<file path="src/rtl/gpio_port_pkg.sv">
package gpio_port_pkg;

  typedef enum logic [1:0] {
    REG_DIR = 2'd0,
    REG_LAT = 2'd1,
    REG_ODC = 2'd2,
    REG_PIN = 2'd3
  } regSel_e;

  typedef struct packed {
    logic    wrDir;
    logic    wrLat;
    logic    wrOdc;
    logic    rdEn;
    regSel_e rdSel;
  } ctrlStrobe_t;

endpackage

</file>
<file path="src/rtl/gpio_port_ctrl.sv">
module gpio_port_ctrl
  import gpio_port_pkg::*;
#(
  parameter int ADDR_W = 2
) (
  input  logic              busSel,
  input  logic              busWrite,
  input  logic [ADDR_W-1:0] busAddr,
  output ctrlStrobe_t       strobe
);

  regSel_e addrSel;
  logic    wrReq;

  assign addrSel = regSel_e'(busAddr[1:0]);
  assign wrReq   = busSel & busWrite;

  always_comb begin
    strobe       = '0;
    strobe.rdEn  = busSel & ~busWrite;
    strobe.rdSel = addrSel;
    if (wrReq) begin
      unique case (addrSel)
        REG_DIR: strobe.wrDir = 1'b1;
        REG_LAT,
        REG_PIN: strobe.wrLat = 1'b1;   // port writes land in the latch
        REG_ODC: strobe.wrOdc = 1'b1;
        default: ;
      endcase
    end
  end

endmodule

</file>
<file path="src/rtl/gpio_port_datapath.sv">
module gpio_port_datapath
  import gpio_port_pkg::*;
#(
  parameter int PIN_W = 16
) (
  input  logic             clk,
  input  logic             rstN,
  input  ctrlStrobe_t      strobe,
  input  logic [PIN_W-1:0] wrData,
  input  logic [PIN_W-1:0] padIn,
  output logic [PIN_W-1:0] rdData,
  output logic [PIN_W-1:0] padOut,
  output logic [PIN_W-1:0] padOe,
  output logic [PIN_W-1:0] latState,
  output logic [PIN_W-1:0] pinSync
);

  logic [PIN_W-1:0] dirQ;
  logic [PIN_W-1:0] latQ;
  logic [PIN_W-1:0] odcQ;
  logic [PIN_W-1:0] metaQ;
  logic [PIN_W-1:0] syncQ;
  logic [PIN_W-1:0] rdNext;
  logic [PIN_W-1:0] rdQ;

  // configuration registers
  always_ff @(posedge clk or negedge rstN) begin
    if (!rstN) begin
      dirQ <= '1;
      latQ <= '0;
      odcQ <= '0;
    end else begin
      if (strobe.wrDir) dirQ <= wrData;
      if (strobe.wrLat) latQ <= wrData;
      if (strobe.wrOdc) odcQ <= wrData;
    end
  end

  // two-flop input synchronizer
  always_ff @(posedge clk or negedge rstN) begin
    if (!rstN) begin
      metaQ <= '0;
      syncQ <= '0;
    end else begin
      metaQ <= padIn;
      syncQ <= metaQ;
    end
  end

  // read path
  always_comb begin
    unique case (strobe.rdSel)
      REG_DIR: rdNext = dirQ;
      REG_LAT: rdNext = latQ;
      REG_ODC: rdNext = odcQ;
      REG_PIN: rdNext = syncQ;
      default: rdNext = '0;
    endcase
  end

  always_ff @(posedge clk or negedge rstN) begin
    if (!rstN)            rdQ <= '0;
    else if (strobe.rdEn) rdQ <= rdNext;
  end

  // per-pin pad driver
  for (genvar p = 0; p < PIN_W; p++) begin : g_pad
    logic isOut;
    assign isOut     = ~dirQ[p];
    assign padOe[p]  = isOut & (odcQ[p] ? ~latQ[p] : 1'b1);
    assign padOut[p] = isOut & ~odcQ[p] & latQ[p];
  end

  assign rdData   = rdQ;
  assign latState = latQ;
  assign pinSync  = syncQ;

endmodule

</file>
<file path="src/rtl/gpio_port.sv">
module gpio_port
  import gpio_port_pkg::*;
#(
  parameter int PIN_W  = 16,
  parameter int ADDR_W = 2
) (
  input  logic              clk,
  input  logic              rstN,
  input  logic              busSel,
  input  logic              busWrite,
  input  logic [ADDR_W-1:0] busAddr,
  input  logic [PIN_W-1:0]  busWdata,
  output logic [PIN_W-1:0]  busRdata,
  input  logic [PIN_W-1:0]  padIn,
  output logic [PIN_W-1:0]  padOut,
  output logic [PIN_W-1:0]  padOe
);

  ctrlStrobe_t      strobe;
  logic [PIN_W-1:0] latState;
  logic [PIN_W-1:0] pinSync;

  gpio_port_ctrl #(.ADDR_W(ADDR_W)) u_ctrl (
    .busSel  (busSel),
    .busWrite(busWrite),
    .busAddr (busAddr),
    .strobe  (strobe)
  );

  gpio_port_datapath #(.PIN_W(PIN_W)) u_dp (
    .clk     (clk),
    .rstN    (rstN),
    .strobe  (strobe),
    .wrData  (busWdata),
    .padIn   (padIn),
    .rdData  (busRdata),
    .padOut  (padOut),
    .padOe   (padOe),
    .latState(latState),
    .pinSync (pinSync)
  );

endmodule

</file>
<file path="config.mk">
export PLATFORM = sky130hd
export DESIGN_NAME = gpio_port
export DESIGN_NICKNAME = d
export VERILOG_FILES = /design/src/rtl/gpio_port_pkg.sv /design/src/rtl/gpio_port_ctrl.sv /design/src/rtl/gpio_port_datapath.sv /design/src/rtl/gpio_port.sv
export SDC_FILE = /design/constraint.sdc
export NUM_CORES = 1
export LEC_CHECK = 0
export ABC_AREA = 1
export BUFFER_PORTS_ARGS = -buffer_cell sky130_fd_sc_hd__clkbuf_2
export CAP_MARGIN = 25
export CORE_AREA = 2 2 76 96
export CTS_BUF_LIST = sky130_fd_sc_hd__clkbuf_8
export DETAILED_ROUTE_END_ITERATION = 16
export DIE_AREA = 0 0 78 98
export PLACE_DENSITY = 0.85
export SYNTH_ARGS = -nofsm -noshare
export SYNTH_HDL_FRONTEND = slang
export SYNTH_SLANG_ARGS = --single-unit
</file>
<file path="constraint.sdc">
create_clock -name clk -period 2.65 [get_ports clk]
set_clock_uncertainty 0.1 [all_clocks]
set_input_delay 0.3975 -clock clk [delete_from_list [all_inputs] [get_ports clk]]
set_output_delay 0.3975 -clock clk [all_outputs]
set_load 0.01 [all_outputs]
</file>
# After elaboration in Yosys (flattened, before gate mapping)
# Index checks and enable logic that the tools add are counted.
# Widths: inputs -> output; s select.
dict set report word_totals {
  out_inout_bits 48
  input_bits 38
  register_bits 96
}
dict set report classes {
  bitwise_logic 99
  mux 21
  n_eq_ne 3
  n_reduce_logical 2
}
# operator count
set op_table {}
lappend op_table {{$pmux 16 s4} 1}
lappend op_table {{$and 1x1->1} 50}
lappend op_table {{$not 1->1} 49}
lappend op_table {{$mux 1} 19}
lappend op_table {{$eq 2x2->1 const B} 2}
lappend op_table {{$mux 3} 1}
lappend op_table {{$eq 2x1->1 const B} 1}
lappend op_table {{$logic_not 2->1} 1}
lappend op_table {{$reduce_or 2->1} 1}

# Depth between registers and ports, before layout
# Gate-level depths: netlist (run 1).
dict set report logic_depth {
  word_depth 4
  depth_mapped 8
  depth_no_buf 6
}

# By module
# Synthesis (run 1) repeated with hierarchy kept, for this count alone.
dict set report unflattened {
  cells_unflattened 411
  hier_area_um2 3940.0
}
# mod cells_per_inst area_each_um2 instances seq_area_each_um2
set by_module_without_submodules {}
lappend by_module_without_submodules {gpio_port_datapath 399 3887.5 1 2422.3}
lappend by_module_without_submodules {gpio_port_ctrl 12 52.6 1 0.0}

# Least setup slack after synthesis (run 1)
# No wires, ideal clock.
dict set report synth_path {
  path_type {input -> register}
  start {input busAddr[0]}
  end {register u_dp.rdQ[10], in the netlist u_dp.rdData[10]}
  path_stages 6
  slack_ns 1.357
  arrival_time_ns 1.077
  n_path_buf 2
  cell_sequence {buf_4 nor2_4 buf_2 a21oi_1 nand2_1 nand2_1}
}
dict set report synth_via {
  elab_chain_cells 2
  word_cells_on_any_way 5
  cone_classes {eq/ne (3); mux (1); reduce/logical (1)}
}
# element line_no
set synth_rtl {}
lappend synth_rtl {{start, declared} gpio_port.sv:11} ;# input logic [ADDR_W-1:0] busAddr,
lappend synth_rtl {{$eq 2x2->1 (tied with other cells)} gpio_port_datapath.sv:52} ;# unique case (strobe.rdSel)
lappend synth_rtl {{$pmux 16 s4 *} gpio_port_datapath.sv:52}
lappend synth_rtl {{end signal, assigned} gpio_port_datapath.sv:63} ;# else if (strobe.rdEn) rdQ <= rdNext;
lappend synth_rtl {{end, declared} gpio_port_datapath.sv:24} ;# logic [PIN_W-1:0] rdQ;
# Every way passes the cells marked *; elsewhere a longest branch is shown, timed or not.
# A chain may end at the register's enable or synchronous reset.

# Worst setup path after layout (run 1)
dict set report layout_path {
  start {input busAddr[0]}
  end {register u_dp.odcQ[10]}
}
dict set report layout_via {
  elab_chain_cells 3
}
# element line_no
set layout_rtl {}
lappend layout_rtl {{$eq 2x2->1} gpio_port_ctrl.sv:23} ;# unique case (addrSel)
lappend layout_rtl {{$mux 1} gpio_port_ctrl.sv:23}
lappend layout_rtl {{$mux 3} gpio_port_ctrl.sv:22} ;# if (wrReq) begin
lappend layout_rtl {{end signal, assigned} gpio_port_datapath.sv:35} ;# if (strobe.wrOdc) odcQ <= wrData;
lappend layout_rtl {{end, declared} gpio_port_datapath.sv:20} ;# logic [PIN_W-1:0] odcQ;
# No other way between the ends.

==> results of run 1 <==
==> layer usage <==
metal / vias up / wire, µm / share of wire, % / global-route usage (%)
li1: 1552 / - / - / -
met2: 111 / 4080 / 48 / 35.7
met4: 0 / 272 / 3.2 / 12.6
met5: - / 0 / 0 / 0
met1: 1514 / 3580 / 42 / 32.3
met3: 27 / 504 / 6.0 / 4.16
==> cell usage in the layout, fill, tap and decap left out <==
| cell type | synthesis | layout |
|---|---|---|
| sky130_fd_sc_hd__nand2_2 | 2 | 2 |
| sky130_fd_sc_hd__o21ai_1 | 45 | 45 |
| sky130_fd_sc_hd__a21oi_1 | 32 | 32 |
| sky130_fd_sc_hd__nor2_4 | 1 | 1 |
| sky130_fd_sc_hd__nor2_1 | 16 | 16 |
| sky130_fd_sc_hd__clkbuf_2 | 1 | 84 |
| sky130_fd_sc_hd__buf_12 | 0 | 1 |
| sky130_fd_sc_hd__dfstp_2 | 16 | 16 |
| sky130_fd_sc_hd__dlygate4sd3_1 | 0 | 1 |
| sky130_fd_sc_hd__inv_2 | 4 | 4 |
| sky130_fd_sc_hd__nand3_1 | 30 | 30 |
| sky130_fd_sc_hd__clkinv_2 | 0 | 2 |
| sky130_fd_sc_hd__o21ai_0 | 3 | 3 |
| sky130_fd_sc_hd__clkinv_4 | 0 | 1 |
| sky130_fd_sc_hd__bufinv_16 | 0 | 2 |
| sky130_fd_sc_hd__clkbuf_8 | 0 | 11 |
| sky130_fd_sc_hd__nand3_2 | 1 | 1 |
| sky130_fd_sc_hd__dfrtp_1 | 80 | 80 |
| sky130_fd_sc_hd__nand2_1 | 133 | 133 |
| sky130_fd_sc_hd__inv_1 | 33 | 33 |
| sky130_fd_sc_hd__o21bai_1 | 16 | 16 |
| sky130_fd_sc_hd__buf_4 | 1 | 4 |
==> synth_stat cells (2+ instances only) <==
| library cell | instances | area [µm²] |
|---|---|---|
| sky130_fd_sc_hd__inv_1 | 33 | 124 |
| sky130_fd_sc_hd__o21ai_1 | 45 | 225 |
| sky130_fd_sc_hd__buf_2 | 12 | 60.1 |
| sky130_fd_sc_hd__a21oi_1 | 32 | 160 |
| sky130_fd_sc_hd__clkbuf_1 | 3 | 11.3 |
| sky130_fd_sc_hd__o21bai_1 | 16 | 120 |
| sky130_fd_sc_hd__nand3_1 | 30 | 150 |
| sky130_fd_sc_hd__nand2_2 | 2 | 12.5 |
| sky130_fd_sc_hd__nor2_1 | 16 | 60.1 |
| sky130_fd_sc_hd__dfstp_2 | 16 | 420 |
| sky130_fd_sc_hd__o21ai_0 | 3 | 15.0 |
| sky130_fd_sc_hd__dfrtp_1 | 80 | 2000 |
| sky130_fd_sc_hd__nand2_1 | 133 | 499 |
| sky130_fd_sc_hd__buf_6 | 2 | 22.5 |
| sky130_fd_sc_hd__inv_2 | 4 | 15.0 |
==> power breakdown <==
| part | internal (mW) | total, mW | leakage (nW) | switching, mW |
|---|---|---|---|---|
| logic | 0.266 | 0.652 | 1.16 | 0.386 |
| registers | 1.69 | 1.86 | 1.15 | 0.166 |
| clock network | 0.581 | 1.06 | 0.119 | 0.481 |
==> cells by family after synthesis <==
kind of cell / Yosys count
AND/OR/NAND/NOR: 183
AO/OA/AOI/OAI: 96
buffers and inverters: 57
flip-flops: 96
==> per-stage QoR <==
stage          util [%]  area, µm²
2_1_floorplan         -       3940
3_3_place_gp       64.8       4410
3_5_place_dp       64.8       4410
4_1_cts            68.3       4650
5_1_grt            68.3       4650
6_report           68.3       4650
==> final timing paths <==
kind	slack (ns)	startpoint	cells past startpoint	to
setup / recovery	0.92	busAddr[0]	5	u_dp.odcQ[10]$_DFFE_PN0P_
hold / removal	0.03	padIn[5]	1	u_dp.metaQ[5]$_DFF_PN0_
setup reg to reg	1.56	u_dp.dirQ[10]$_DFFE_PN1P_	4	u_dp.rdData[10]$_DFFE_PN0P_
hold reg to reg	0.25	u_dp.metaQ[7]$_DFF_PN0_	0	u_dp.pinSync[7]$_DFF_PN0_
max in group asynchronous	1.22	rstN	3	u_dp.dirQ[5]$_DFFE_PN1P_
min in group asynchronous	0.50	rstN	2	u_dp.rdData[2]$_DFFE_PN0P_
==> critical path, delay by kind of cell <==
family          cells  cell delay (ns)
buf+inv             2             0.56
simple gates        2             0.79
compound gates      1             0.09
==> timing repair <==
action | in CTS | in global routing
hold buffers | 1 | 0
endpoints found under the hold margin | 43 | 0
endpoints found under the setup margin | 0 | 0
==> sequential cells by signal, summed over array words and instances (netlist names) <==
name,cells
u_dp.dirQ,16
u_dp.metaQ,16
u_dp.odcQ,16
u_dp.rdData,16
u_dp.latState,16
u_dp.pinSync,16
==> final cells by class <==
class                   count  area (µm²)  area share [%]
repair buffers             90         480            10.3
well taps                  90         113            2.42
clock inverters             5        78.8            1.70
clock buffers              11         151            3.26
inverters                  37         139            2.99
multi-input cells         279        1260            27.2
flip-flops and latches     96        2420            52.1
==> flow_metrics.env, run 1 <==
export IMPL_post_synth_inst_count=432
export IMPL_global_route_overflow_total=0
export IMPL_cts_buffers=9
export IMPL_final_hold_worst_slack_ns=0.0346
export IMPL_detail_route_antenna_nets=0
export IMPL_die_width_um=78
export IMPL_cts_tree="done"
export IMPL_fin_ws_ns=0.922
export IMPL_xor_xnor_share_of_the_synthesized_area_pct=0
export IMPL_die_height_um=98
export IMPL_achievable_frequency_mhz=579
export IMPL_dominantRegCellSynth="sky130_fd_sc_hd__dfrtp_1"
export IMPL_buffer_count_from_post_cts_setup_fixing=0
export IMPL_ctsResizeCount=0
export IMPL_cap_viol_max_count=0
export IMPL_dieArea_um2=7640
export IMPL_clock_path_buffers=2
export IMPL_synth_simple_gate_area_share_pct=18.9
export IMPL_timing_critical_path_slowest_stage_cell="sky130_fd_sc_hd__nand3_2"
export IMPL_vias_per_cell=5.27
export IMPL_fin_setup_tns_ns=0
export IMPL_wire_per_inst_um=13.9
export IMPL_drt_initial_drc_count=214
export IMPL_dr_pass1_iters=4
export IMPL_period_minus_slack_ns=1.73
export IMPL_initial_utilization_pct=57.8
export IMPL_totalPowerFinal_mw=3.57
export IMPL_cp_required_ns=2.77
export IMPL_synth_top_family_by_area="simple AND/OR/NAND/NOR gates"
export IMPL_powerDensity_nw_per_um2=769
export IMPL_synth_compound_area_share_pct=13.2
export IMPL_routabilityCongestion=0.861
export IMPL_timing_hold_violations_final=0
export IMPL_synth_async_reset_ratio_pct=100
export IMPL_synth_edf_count=0
export IMPL_drv_slew=0
export IMPL_synth_ff_latch_count=96
export IMPL_drt_drc_violations_left=0
export IMPL_synth_nets=470
export IMPL_placement_setup_worst_slack_ns=0.596
export IMPL_maximum_number_of_pins_on_one_net_before_global_route_repair=54
export IMPL_cp_end_kind="flip-flop"
export IMPL_synthesis_area_per_instance_um2=9.11
export IMPL_clock_latency_on_the_worst_skew_pair_ns=0.35
export IMPL_rsz0062_at_grt="no"
export IMPL_dp_hpwl_mm=5.67
export IMPL_seq_area_frac_synth_pct=61.6
export IMPL_routed_via_count=3204
export IMPL_tritoncts_num_sinks=96
export IMPL_timing_critical_path_arrival_ns=1.85
export IMPL_fin_cells=608
export IMPL_floorplan_rows=34
export IMPL_vias_in_the_first_global_route=3060
export IMPL_kind_of_critical_path="in -> reg"
export IMPL_synth_area_mux_share_pct=0
export IMPL_io_pins=86
export IMPL_critPathMaxStageDelay_ns=0.56
export IMPL_setup_worst_path_start_class="input port"
export IMPL_layout_worst_path_cycle_share_pct=65.2
export IMPL_syn_area_um2=3940
export IMPL_global_route_usage_total_pct=23.4
export IMPL_timing_critical_path_cells="clkbuf_2 > inv_2 > nand3_2 > nand2_1 > o21ai_1"
export IMPL_drive_above_1_share_pct=24.9
export IMPL_setup_violations=0
export IMPL_ys_types=20
export IMPL_syn2layout_area_growth_pct=18.1
export IMPL_post_place_cells=591
export IMPL_clockRootBuffer="sky130_fd_sc_hd__clkbuf_8"
export IMPL_filler_cell_count=535
export IMPL_grt_antenna_before_repair=0
export IMPL_ctsHtreeMaxLevel=3
export IMPL_finish_net_count=551
export IMPL_crit_path_max_fanout=32
export IMPL_max_slew_worst_pin_slew_ns=0.673
export IMPL_antennaDiodeCount=0
export IMPL_cts_reportedPaths_clkPinSlew_ns=0.09
export IMPL_routed_wirelength_mm=8.43
export IMPL_synth_yosys_warnings=0
export IMPL_core_area_um2=6810
export IMPL_max_slew_margin_pct=55.1
export IMPL_power_ir_vdd_worst_mv=0.406
export IMPL_hold_path_class="in -> reg"
export IMPL_outcome="complete, no violations"
export IMPL_global_route_wire_length_before_repair_mm=13.9
export IMPL_yosys_area_share_adder_pct=0
export IMPL_pleak_nw=2.43
export IMPL_io_buffer_count=85
Power figures use the tool's default switching activity.
==> inputs of run 2 (changes only) <==
Settings changed: ABC_AREA 1 to 0, CORE_AREA 2 2 76 96 to 2 2 78 99, DIE_AREA 0 0 78 98 to 0 0 80 101, PLACE_DENSITY 0.85 to 0.8.
Clock period 2.65 ns to 1.77 ns, I/O delays scaled along.
==> flow_metrics.env, run 2 <==
export IMPL_outcome="complete, no violations"
export IMPL_max_slew_worst_pin_slew_ns=0.402
export IMPL_cts_reportedPaths_clkPinSlew_ns=0.10
export IMPL_drv_slew=0
export IMPL_finalCoreUtilization_pct=67.6
export IMPL_antennaDiodeCount=0
export IMPL_ctsHtreeMaxLevel=3
export IMPL_totalPowerFinal_mw=5.51
export IMPL_dr_pass1_iters=4
export IMPL_critPathMaxStageDelay_ns=0.42
export IMPL_placement_setup_worst_slack_ns=0.107
export IMPL_routed_wirelength_mm=7.62
export IMPL_period_minus_slack_ns=1.58
export IMPL_initial_utilization_pct=54.4
export IMPL_yosys_cell_count_top_type="sky130_fd_sc_hd__dfrtp_1"
export IMPL_drive_above_1_share_pct=58.5
export IMPL_final_hold_worst_slack_ns=0.0557
export IMPL_vias_in_the_first_global_route=2501
export IMPL_grt_antenna_before_repair=0
export IMPL_internal_portion_of_total_power_mw=3.93
export IMPL_synth_edf_count=0
export IMPL_pleak_nw=2.22
export IMPL_dieArea_um2=8080
export IMPL_layout_commonest_cell="sky130_fd_sc_hd__clkbuf_2"
export IMPL_achievable_frequency_mhz=632
export IMPL_kind_of_critical_path="reg -> out"
export IMPL_setup_worst_path_start_class="flip-flop"
export IMPL_hold_path_class="in -> reg"
export IMPL_core_area_um2=7180
export IMPL_ys_top_cells_by_count="sky130_fd_sc_hd__dfrtp_1, sky130_fd_sc_hd__mux2_2, sky130_fd_sc_hd__a21oi_1, sky130_fd_sc_hd__dfstp_2, sky130_fd_sc_hd__nor3b_1"
export IMPL_synth_nets=260
export IMPL_wire_per_inst_um=17.6
export IMPL_cp_end_kind="output port"
export IMPL_post_synth_inst_count=222
export IMPL_synth_top_cells_by_area="sky130_fd_sc_hd__dfrtp_1, sky130_fd_sc_hd__mux2_2, sky130_fd_sc_hd__dfstp_2"
export IMPL_cts_tree="done"
export IMPL_fin_setup_tns_ns=0
export IMPL_filler_cell_count=528
export IMPL_p_sw_mw=1.59
export IMPL_crit_path_max_fanout=4
export IMPL_syn2layout_area_growth_pct=24.5
export IMPL_synth_ff_latch_count=96
export IMPL_global_route_usage_total_pct=20.8
export IMPL_timing_critical_path_cells="nor3b_1 > clkbuf_2"
export IMPL_tritoncts_num_sinks=96
export IMPL_global_route_wire_length_before_repair_mm=12.5
export IMPL_fin_cells=432
export IMPL_cts_buffers=9
export IMPL_timing_hold_violations_final=0
export IMPL_finish_net_count=373
export IMPL_dominantRegCellSynth="sky130_fd_sc_hd__dfrtp_1"
export IMPL_die_height_um=101
export IMPL_power_ir_vdd_worst_mv=0.678
export IMPL_dp_hpwl_mm=5.18
export IMPL_die_width_um=80
export IMPL_timing_critical_path_arrival_ns=1.22
export IMPL_share_seq_of_total_power_pct=53.3
export IMPL_global_route_overflow_total=0
export IMPL_drt_initial_drc_count=105
export IMPL_io_pins=86
export IMPL_fin_ws_ns=0.187
export IMPL_detail_route_antenna_nets=0
export IMPL_syn_area_um2=3900
export IMPL_timing_critical_path_slowest_stage_cell="sky130_fd_sc_hd__dfrtp_1"
export IMPL_layout_common_cells="sky130_fd_sc_hd__clkbuf_2, sky130_fd_sc_hd__dfrtp_1, sky130_fd_sc_hd__mux2_2, sky130_fd_sc_hd__dlygate4sd3_1"
export IMPL_cp_required_ns=1.40
export IMPL_ys_types=17
export IMPL_setup_violations=0
export IMPL_detailed_place_area_um2=4510
export IMPL_seq_area_frac_synth_pct=62.1
export IMPL_yosys_area_top_type="sky130_fd_sc_hd__dfrtp_1"
export IMPL_yosysTopAreaCellShare_pct=51.3
export IMPL_power_switching_fraction_pct=28.8
export IMPL_rsz0062_at_grt="no"
export IMPL_post_route_cell_area_um2=4860
export IMPL_maximum_number_of_pins_on_one_net_before_global_route_repair=42
export IMPL_synth_async_reset_ratio_pct=100
export IMPL_powerDensity_nw_per_um2=1130
export IMPL_routed_via_count=2335
export IMPL_max_slew_margin_pct=73.2
export IMPL_synth_yosys_warnings=0
export IMPL_layout_worst_path_cycle_share_pct=89.5
export IMPL_multi_input_area_um2=1400
export IMPL_synthesis_area_per_instance_um2=17.6
export IMPL_clock_latency_on_the_worst_skew_pair_ns=0.36
export IMPL_io_buffer_count=85
export IMPL_vias_per_cell=5.41
export IMPL_ctsResizeCount=0
export IMPL_regArea_um2=2420
export IMPL_drt_drc_violations_left=0
export IMPL_clockRootBuffer="sky130_fd_sc_hd__clkbuf_8"
export IMPL_clock_path_buffers=2
export IMPL_floorplan_rows=35
export IMPL_power_share_combinational_pct=22.9
export IMPL_p_clk_share_pct=23.8
export IMPL_cap_viol_max_count=0
export IMPL_post_place_cells=399
export IMPL_routabilityCongestion=0.699
==> run 2: layout make-up <==
class	instances	area share (%)
repair buffers	112	15.1
multi-input cells	116	28.9
well taps	92	2.37
clock buffers	10	2.83
flip-flops and latches	96	49.9
clock inverters	6	0.901
==> run 2: power groups by stage <==
stage               Sequential (mW)  Clock, mW  Combinational, mW
CTS                            2.93       1.35               1.28
detailed placement             2.97          0               1.25
floorplan                      2.93          0              0.729
global route                   3.00       1.43               1.38
finish                         2.94       1.31               1.26
global placement               2.94          0               1.21
==> run 2: worst max-delay path: cells and delay by family (launching register included) <==
| kind | cells | cell delay [ns] |
|---|---|---|
| AND/OR/NAND/NOR | 1 | 0.25 |
| buffers and inverters | 1 | 0.18 |
| flip-flops | 1 | 0.42 |
==> run 2: worst paths after layout <==
check / from / to / slack, ns / cells past startpoint
worst min register to register: u_dp.metaQ[8]$_DFF_PN0_ / u_dp.pinSync[8]$_DFF_PN0_ / 0.25 / 0
worst max-delay path: u_dp.odcQ[13]$_DFFE_PN0P_ / padOut[13] / 0.19 / 2
worst max register to register: u_dp.latState[5]$_DFFE_PN0P_ / u_dp.rdData[5]$_DFFE_PN0P_ / 0.36 / 2
min in group asynchronous: rstN / u_dp.rdData[12]$_DFFE_PN0P_ / 0.27 / 2
max in group asynchronous: rstN / u_dp.dirQ[15]$_DFFE_PN1P_ / 0.69 / 3
worst min-delay path: busWdata[5] / u_dp.latState[5]$_DFFE_PN0P_ / 0.06 / 2
==> run 2: cell families after synthesis <==
| logic type | count (synthesis) | share of synthesized area, % |
|---|---|---|
| compound gates | 16 | 2.05 |
| mux | 80 | 29.2 |
| simple gates | 20 | 4.62 |
| buf+inv | 10 | 2.05 |
| flops | 96 | 62.1 |
==> run 2: what timing repair did <==
item,CTS,global route
hold buffers,17,0
hold endpoints to repair,39,0
buffers inserted,0,0
==> run 2: layer usage <==
layer | GRT usage (%) | vias up | routed length (µm)
li1 | - | 1059 | -
met1 | 27.5 | 1191 | 3250
met2 | 33.6 | 70 | 3860
met3 | 3.49 | 15 | 346
met4 | 9.78 | 0 | 174
met5 | 0 | - | 0
==> inputs of run 3 (changes only) <==
Settings changed: BUFFER_PORTS_ARGS -buffer_cell sky130_fd_sc_hd__clkbuf_2 to default, CORE_AREA 2 2 78 99 to 2 2 73 92, DIE_AREA 0 0 80 101 to 0 0 75 94, DONT_BUFFER_PORTS from default to 1, PLACE_DENSITY 0.8 to 0.79.
Clock period 1.77 ns to 2.05 ns, I/O delays scaled along.
==> flow_metrics.env, run 3 (same netlist as run 2, synthesis figures left out) <==
export IMPL_outcome="complete, but fails checks"
export IMPL_violations="hold timing"
export IMPL_wire_per_inst_um=20.8
export IMPL_fin_ws_ns=0.399
export IMPL_cap_viol_max_count=0
export IMPL_global_route_wire_length_before_repair_mm=11.4
export IMPL_cp_required_ns=1.64
export IMPL_dieArea_um2=7050
export IMPL_critical_path_buffers_and_inverters=0
export IMPL_setup_violations=0
export IMPL_cts_tree="done"
export IMPL_initial_utilization_pct=63.7
export IMPL_max_slew_worst_pin_slew_ns=0.511
export IMPL_drive_above_1_share_pct=40.1
export IMPL_dr_pass1_iters=4
export IMPL_cp_end_kind="output port"
export IMPL_kind_of_critical_path="reg -> out"
export IMPL_critPathMaxStageDelay_ns=0.47
export IMPL_crit_path_max_fanout=4
export IMPL_io_buffer_count=0
export IMPL_ctsHtreeMaxLevel=3
export IMPL_clock_path_buffers=2
export IMPL_io_pins=86
export IMPL_rsz0062_at_grt="no"
export IMPL_final_hold_worst_slack_ns=-0.460
export IMPL_cts_reportedPaths_clkPinSlew_ns=0.10
export IMPL_timing_critical_path_arrival_ns=1.24
export IMPL_floorplan_rows=32
export IMPL_antennaDiodeCount=0
export IMPL_hold_path_class="in -> async"
export IMPL_cts_buffers=9
export IMPL_die_height_um=94
export IMPL_fin_setup_tns_ns=0
export IMPL_syn2layout_area_growth_pct=15.4
export IMPL_placement_setup_worst_slack_ns=0.649
export IMPL_achievable_frequency_mhz=606
export IMPL_pleak_nw=1.88
export IMPL_max_slew_margin_pct=65.9
export IMPL_clock_latency_on_the_worst_skew_pair_ns=0.35
export IMPL_tritoncts_num_sinks=96
export IMPL_routed_wirelength_mm=7.31
export IMPL_timing_hold_violations_final=96
export IMPL_maximum_number_of_pins_on_one_net_before_global_route_repair=97
export IMPL_die_width_um=75
export IMPL_period_minus_slack_ns=1.65
export IMPL_power_ir_vdd_worst_mv=0.831
export IMPL_routabilityCongestion=0.742
export IMPL_dp_hpwl_mm=4.67
export IMPL_layout_worst_path_cycle_share_pct=80.6
export IMPL_routed_via_count=2079
export IMPL_global_route_usage_total_pct=22.6
export IMPL_grt_antenna_before_repair=0
export IMPL_global_route_overflow_total=0
export IMPL_layout_common_cells="sky130_fd_sc_hd__dfrtp_1, sky130_fd_sc_hd__mux2_2, sky130_fd_sc_hd__dlygate4sd3_1"
export IMPL_clockRootBuffer="sky130_fd_sc_hd__clkbuf_8"
export IMPL_drt_initial_drc_count=115
export IMPL_path_delay_family="simple AND/OR/NAND/NOR gates"
export IMPL_timing_critical_path_cells="nor3b_1"
export IMPL_drv_slew=0
export IMPL_layout_commonest_cell="sky130_fd_sc_hd__dfrtp_1"
export IMPL_vias_in_the_first_global_route=2213
export IMPL_setup_worst_path_start_class="flip-flop"
export IMPL_vias_per_cell=5.91
export IMPL_detail_route_antenna_nets=0
export IMPL_finalCoreUtilization_pct=73.5
export IMPL_core_area_um2=6130
export IMPL_finish_net_count=300
export IMPL_drt_drc_violations_left=0
export IMPL_powerDensity_nw_per_um2=999
export IMPL_timing_critical_path_slowest_stage_cell="sky130_fd_sc_hd__nor3b_1"
## run 3: cell count changes in the layout (fill, tap and decap cells not counted), sizes merged
cell,previous run,this run
dlygate4sd3,17,36
clkinv,4,1
clkinvlp,1,2
inv,1,4
buf,11,3
clkbuf,94,9
## run 3: power breakdown
group          leakage [nW]  internal, mW  switching, mW  total [mW]
clock network        0.0903         0.468          0.686        1.15
registers              1.12          2.27          0.325        2.60
logic                 0.674         0.468          0.278       0.746
total                  1.88          3.21           1.29        4.50
## run 3: final timing paths
path	cells after the start	slack (ns)	start	to
setup / recovery	1	0.40	u_dp.odcQ[13]$_DFFE_PN0P_	padOut[13]
hold / removal	0	-0.46	rstN	u_dp.metaQ[7]$_DFF_PN0_
setup reg to reg	2	0.60	u_dp.odcQ[0]$_DFFE_PN0P_	u_dp.rdData[0]$_DFFE_PN0P_
hold reg to reg	0	0.26	u_dp.metaQ[1]$_DFF_PN0_	u_dp.pinSync[1]$_DFF_PN0_
max in group asynchronous	0	2.07	rstN	u_dp.dirQ[8]$_DFFE_PN1P_
min in group clk	1	0.02	busWdata[4]	u_dp.dirQ[4]$_DFFE_PN1P_
## run 3: metal layers
layer	share of wire, %	vias to the layer above	global-route usage, %
li1	-	911	-
met1	40	1096	28.4
met2	52	62	36.7
met3	5.4	10	6.55
met4	1.7	0	8.48
met5	0	-	0
## run 3: worst reg2reg max path, stage by stage, from the launching register on
cell and delay [ns]:
sky130_fd_sc_hd__dfrtp_1 0.44, sky130_fd_sc_hd__mux4_1 0.52, sky130_fd_sc_hd__mux2_2 0.28
## run 3: per-stage QoR
step | instances | hold WS [ns] | instance area (µm²) | power [mW]
after global routing | 352 | -0.495 | 4500 | 4.71
final | 352 | -0.460 | 4500 | 4.50
after floorplan | 222 | -0.0881 | 3900 | 3.16
after detailed placement | 300 | -0.0859 | 3960 | 3.32
after CTS | 348 | -0.485 | 4460 | 4.52
after global placement | 300 | -0.0854 | 3960 | 3.25
## run 3: timing repair
item                      in CTS  in global routing
hold endpoints to repair     155                100
buffers inserted               0                  0
hold buffers                  32                  4
resized for setup              0                  0
## run 3: cell type report
cell class	count	area, µm²
timing repair buffer	39	383
tap	85	106
fill	408	1620
sequential	96	2420
multi-input combinational	116	1400
clock inverter	7	63.8
clock buffer	9	124
